<file path="config.mk">
export PLATFORM = sky130hd
export DESIGN_NAME = serial_byte_rx
export DESIGN_NICKNAME = d
export VERILOG_FILES = /design/src/rtl/serial_rx_pkg.sv /design/src/rtl/serial_rx_ctrl.sv /design/src/rtl/serial_rx_datapath.sv /design/src/rtl/serial_byte_rx.sv
export SDC_FILE = /design/constraint.sdc
export NUM_CORES = 1
export LEC_CHECK = 0
export CORE_MARGIN = 8
export CORE_UTILIZATION = 30
export DETAILED_ROUTE_END_ITERATION = 10
export GPL_ROUTABILITY_DRIVEN = 0
export HOLD_SLACK_MARGIN = 0.15
export SLEW_MARGIN = 5
export SYNTH_ARGS = -nofsm -noshare
export SYNTH_HDL_FRONTEND = slang
export SYNTH_HIERARCHICAL = 1
export SYNTH_SLANG_ARGS = --single-unit
export TNS_END_PERCENT = 5
</file>
<file path="constraint.sdc">
create_clock -name clk -period 1.7 [get_ports clk]
set_input_delay 0.255 -clock clk [delete_from_list [all_inputs] [get_ports clk]]
set_output_delay 0.255 -clock clk [all_outputs]
set_load 0.02 [all_outputs]
</file>
<file path="src/rtl/serial_rx_pkg.sv">
package serial_rx_pkg;
  typedef struct packed {
    logic shift;
    logic load;
    logic frameErr;
  } rxStrobe_t;
endpackage

</file>
<file path="src/rtl/serial_rx_ctrl.sv">
module serial_rx_ctrl
  import serial_rx_pkg::*;
#(
  parameter int CLKS_PER_BIT = 16,
  parameter int DATA_BITS    = 8
) (
  input  logic      clk,
  input  logic      rst,
  input  logic      lineLevel,
  input  logic      lineFell,
  output rxStrobe_t strobes
);
  localparam int CW = (CLKS_PER_BIT > 2) ? $clog2(CLKS_PER_BIT) : 1;
  localparam int BW = $clog2(DATA_BITS + 1);
  localparam logic [CW-1:0] LAST_TICK = CW'(CLKS_PER_BIT - 1);
  localparam logic [CW-1:0] HALF_TICK = CW'(CLKS_PER_BIT / 2 - 1);
  localparam logic [BW-1:0] LAST_BIT  = BW'(DATA_BITS - 1);

  typedef enum logic [1:0] {IDLE, START, DATA, STOP} rxState_t;

  rxState_t      state;
  logic [CW-1:0] baudCnt;
  logic [BW-1:0] bitCnt;
  logic          tickEnd;

  assign tickEnd = (baudCnt == LAST_TICK);

  always_ff @(posedge clk) begin
    if (rst) begin
      state   <= IDLE;
      baudCnt <= '0;
      bitCnt  <= '0;
    end else begin
      case (state)
        IDLE: begin
          baudCnt <= '0;
          bitCnt  <= '0;
          if (lineFell) state <= START;
        end
        START: begin
          if (baudCnt == HALF_TICK) begin
            baudCnt <= '0;
            state   <= lineLevel ? IDLE : DATA;
          end else begin
            baudCnt <= baudCnt + 1'b1;
          end
        end
        DATA: begin
          if (tickEnd) begin
            baudCnt <= '0;
            bitCnt  <= bitCnt + 1'b1;
            if (bitCnt == LAST_BIT) state <= STOP;
          end else begin
            baudCnt <= baudCnt + 1'b1;
          end
        end
        STOP: begin
          if (tickEnd) begin
            baudCnt <= '0;
            state   <= IDLE;
          end else begin
            baudCnt <= baudCnt + 1'b1;
          end
        end
        default: state <= IDLE;
      endcase
    end
  end

  always_comb begin
    strobes.shift    = (state == DATA) && tickEnd;
    strobes.load     = (state == STOP) && tickEnd && lineLevel;
    strobes.frameErr = (state == STOP) && tickEnd && !lineLevel;
  end
endmodule

</file>
<file path="src/rtl/serial_rx_datapath.sv">
module serial_rx_datapath
  import serial_rx_pkg::*;
#(
  parameter int DATA_BITS = 8
) (
  input  logic                 clk,
  input  logic                 rst,
  input  logic                 serialIn,
  input  rxStrobe_t            strobes,
  output logic                 lineLevel,
  output logic                 lineFell,
  output logic [DATA_BITS-1:0] dataOut,
  output logic                 byteValid,
  output logic                 frameError
);
  logic                 syncA, syncB, syncPrev;
  logic [DATA_BITS-1:0] shiftReg;

  always_ff @(posedge clk) begin
    if (rst) begin
      syncA    <= 1'b1;
      syncB    <= 1'b1;
      syncPrev <= 1'b1;
    end else begin
      syncA    <= serialIn;
      syncB    <= syncA;
      syncPrev <= syncB;
    end
  end

  assign lineLevel = syncB;
  assign lineFell  = syncPrev & ~syncB;

  always_ff @(posedge clk) begin
    if (rst) begin
      shiftReg   <= '0;
      dataOut    <= '0;
      byteValid  <= 1'b0;
      frameError <= 1'b0;
    end else begin
      if (strobes.shift) shiftReg <= {syncB, shiftReg[DATA_BITS-1:1]};
      if (strobes.load)  dataOut  <= shiftReg;
      byteValid  <= strobes.load;
      frameError <= strobes.frameErr;
    end
  end
endmodule

</file>
<file path="src/rtl/serial_byte_rx.sv">
module serial_byte_rx
  import serial_rx_pkg::*;
#(
  parameter int CLKS_PER_BIT = 16,
  parameter int DATA_BITS    = 8
) (
  input  logic                 clk,
  input  logic                 rst,
  input  logic                 serialIn,
  output logic [DATA_BITS-1:0] dataOut,
  output logic                 byteValid,
  output logic                 frameError
);
  rxStrobe_t strobes;
  logic      lineLevel;
  logic      lineFell;

  serial_rx_ctrl #(.CLKS_PER_BIT(CLKS_PER_BIT), .DATA_BITS(DATA_BITS)) ctrl (
    .clk(clk), .rst(rst), .lineLevel(lineLevel), .lineFell(lineFell),
    .strobes(strobes)
  );

  serial_rx_datapath #(.DATA_BITS(DATA_BITS)) dpath (
    .clk(clk), .rst(rst), .serialIn(serialIn), .strobes(strobes),
    .lineLevel(lineLevel), .lineFell(lineFell), .dataOut(dataOut),
    .byteValid(byteValid), .frameError(frameError)
  );
endmodule

</file>
==> out/metrics.cfg <==
[run_status]
status=complete, no violations

[timing]
fin_skew_ns=0.004693
fin_setup_tns_ns=0
fmax_mhz=642.5
tightest_slew_ns=0.2318
drv_slew=0
fin_crit_sh_pct=91.56
hold_viol_final=0
rsz0062_at_grt=false
slew_headroom_pct=84.50
setup-violations-final=0
layout_min_cycle_time_ns=1.557

[power_and_ir_drop]
power_switching_mw=0.2736
power_report.internal_total_mw=1.117
swShare_pct=19.67
p_per_area_nw_per_um2=887.7
vdd_ir_drop_max_uv=555.2
clockPowerShare_pct=44.4
seqPwrFrac_pct=52.8
p_comb_share_pct=2.7
p_leak_nw=0.5358

[grt]
overflow=0
antenna_found_initial=0
grt_pass1_wl_mm=4.271
grtUsageTotal_pct=8.107
grt_pass1_vias=955
grt_max_degree=18

[worst_setup_path]
critPathArrivalTime_ns=1.76
start_kind=register
cp-end-kind=register
slowest_stage=or4_1
crit_chain=ha_1 > buf_4 > nand3_4 > or4_1 > a31oi_1
worstSetupPathType=reg -> reg
r2r_end=ctrl/bitCnt[3]
crit_required_ns=1.90
r2r_cells=5
critPathMaxStageDelay_ns=0.52
r2r-start=ctrl/baudCnt[0]
reg2reg_slack_ns=0.14
cp_max_fo=6

[clock_tree]
cts_max_path_buffers=2
holdBufCountCts=0
htree_levels=2
cts-root-buf=clkbuf_8
clk-insertion-delay-late_ns=0.27
clk_pin_slew_worst_paths_ns=0.06
postCtsSetupBuffers=0
cts_made_buffers=5
postCtsResizedCells=0
clkSinkCount=31
cts_tree=yes

[route]
vias=934
routed.top_layer=met4
via_per_inst=4.647
wl_met2_mm=1.288
dr.pass1.iters=6
drtAntennaViolNets=0
first_iter_violations=52
routed_wl_mm=2.483
routedWlPerCell_um=12.35
wl_met3_um=155
post-route-drc-count=0
wl_met1_mm=1.023

[layout]
drive_gt1_share_pct=13.42
layout_common_cells=31 x dfxtp_1, 19 x nor2_1, 17 x mux2i_1, 12 x clkdlybuf4s50_1, 9 x buf_4
final_common_cell=dfxtp_1
final_nets=153
antenna_cells=0
nFillCells=429
area_growth_pct=20.50
final_core_util_pct=36.74

[floorplan]
die_y_um=81.83
design.core.area_um2=4264
num_rows=24
initial_utilization_pct=30.49
chipWidth_um=81.83
io_pins=13
die_area_um2=6695

[logic_synthesis]
syn_area_um2=1300
synth_edf_count=0
yosys_most_used_dff=dfxtp_1
avgSynthCellArea_um2=10.00
synth_nets=135
synth_cell_type_count=34
synthArstFlopShare_pct=0
synthCells=130
synth-seq-cells=31
ys_warn_count=6
ys_seq_area_share_pct=47.74

[place]
hpwl_mm=1.793
portBuffers=12

[worst_hold_path]
worstHoldPathType=reg -> reg
whs_path_depth=1
worstHoldStart=dpath/syncA
min_to=dpath/lineLevel

[flow_run]
drv_cap=0

critical path, delay by kind of cell (launching register included):
kind                       cells  cell delay (ns)
buffers and inverters          1             0.16
DFF                            1             0.35
and+or+nand+nor                2             0.62
AOI/OAI and AO/OA              1             0.18
adders and majority gates      1             0.18
cells in the mapped netlist, types with 3 or more instances:
library cell  instances  area [um2]
nor2b_1               4       25.02
o21ai_0               3       15.01
nand2_1               3       11.26
buf_2                 3       15.01
nor3_1                4       20.02
inv_1                 3       11.26
a31oi_1               3       18.77
or2_1                 3       18.77
mux2i_1              17       170.2
nand2b_1              4       25.02
buf_6                 6       67.56
nand3_1               3       15.01
nor2_1               19       71.32
dfxtp_1              31       620.6
cells by family after synthesis:
kind of cell	share of synthesized area (%)
AOI/OAI and AO/OA	6.449
muxes	13.09
xor gates and xnor gates	1.348
DFF	47.74
adders and majority gates	1.925
and+or+nand+nor	21.94
buffers and inverters	7.506
registers in the layout, summed over array words and instances, names as in the netlist, named ones only:
register	flops
dpath/shiftReg	8
ctrl/baudCnt	4
dpath/frameError	1
dpath/syncPrev	1
ctrl/bitCnt	4
dpath/syncA	1
dpath/lineLevel	1
dpath/byteValid	1
dpath/dataOut	8
ctrl/state	1
routing by layer:
layer / vias to the layer above / GRT usage, %
li1: 480 / -
met1: 436 / 8.533
met5: - / 0
met4: 0 / 4.035
met3: 2 / 3.829
met2: 16 / 13.34
through the flow:
step | hold WS (ns) | worst slack [ns] | instances | total power [mW] | instance area [um2]
after floorplan | 0.3266 | 0.2386 | 130 | 0.7755 | 1300
after global placement | 0.3916 | 0.2187 | 193 | 0.7883 | 1466
after detailed placement | 0.4044 | 0.1501 | 193 | 0.7889 | 1466
after CTS | 0.4123 | 0.1324 | 201 | 1.415 | 1567
after global routing | 0.4266 | 0.02622 | 201 | 1.446 | 1567
final | 0.4103 | 0.1435 | 201 | 1.391 | 1567
how the worst max path moves through the flow:
stage,start,to,slack [ns],depth (start not counted)
floorplan,ctrl/baudCnt[0],dpath/dataOut[0],0.24,7
global placement,ctrl/baudCnt[0],ctrl/bitCnt[3],0.22,5
detailed placement,ctrl/baudCnt[0],ctrl/bitCnt[3],0.15,5
CTS,ctrl/baudCnt[0],ctrl/bitCnt[3],0.13,5
global route,ctrl/baudCnt[0],dpath/dataOut[1],0.03,6
finish,ctrl/baudCnt[0],ctrl/bitCnt[3],0.14,5
power groups by stage:
stage                     sequential, mW  combinational [mW]  clock [mW]
after floorplan                    0.750              0.0253           0
after global placement             0.751              0.0373           0
after detailed placement           0.751              0.0378           0
after CTS                          0.735              0.0382       0.642
after global routing               0.735              0.0426       0.668
final                              0.735              0.0379       0.618
area by class of cell:
class                      count  area (um2)  area share, %
inverter                       3       11.26         0.7189
multi-input combinational     86       581.8          37.14
clock buffer                   8       100.1          6.390
timing repair buffer          21       187.7          11.98
tap                           52       65.06          4.153
sequential                    31       620.6          39.62
No activity file was read; power rests on OpenSTA's default activity.
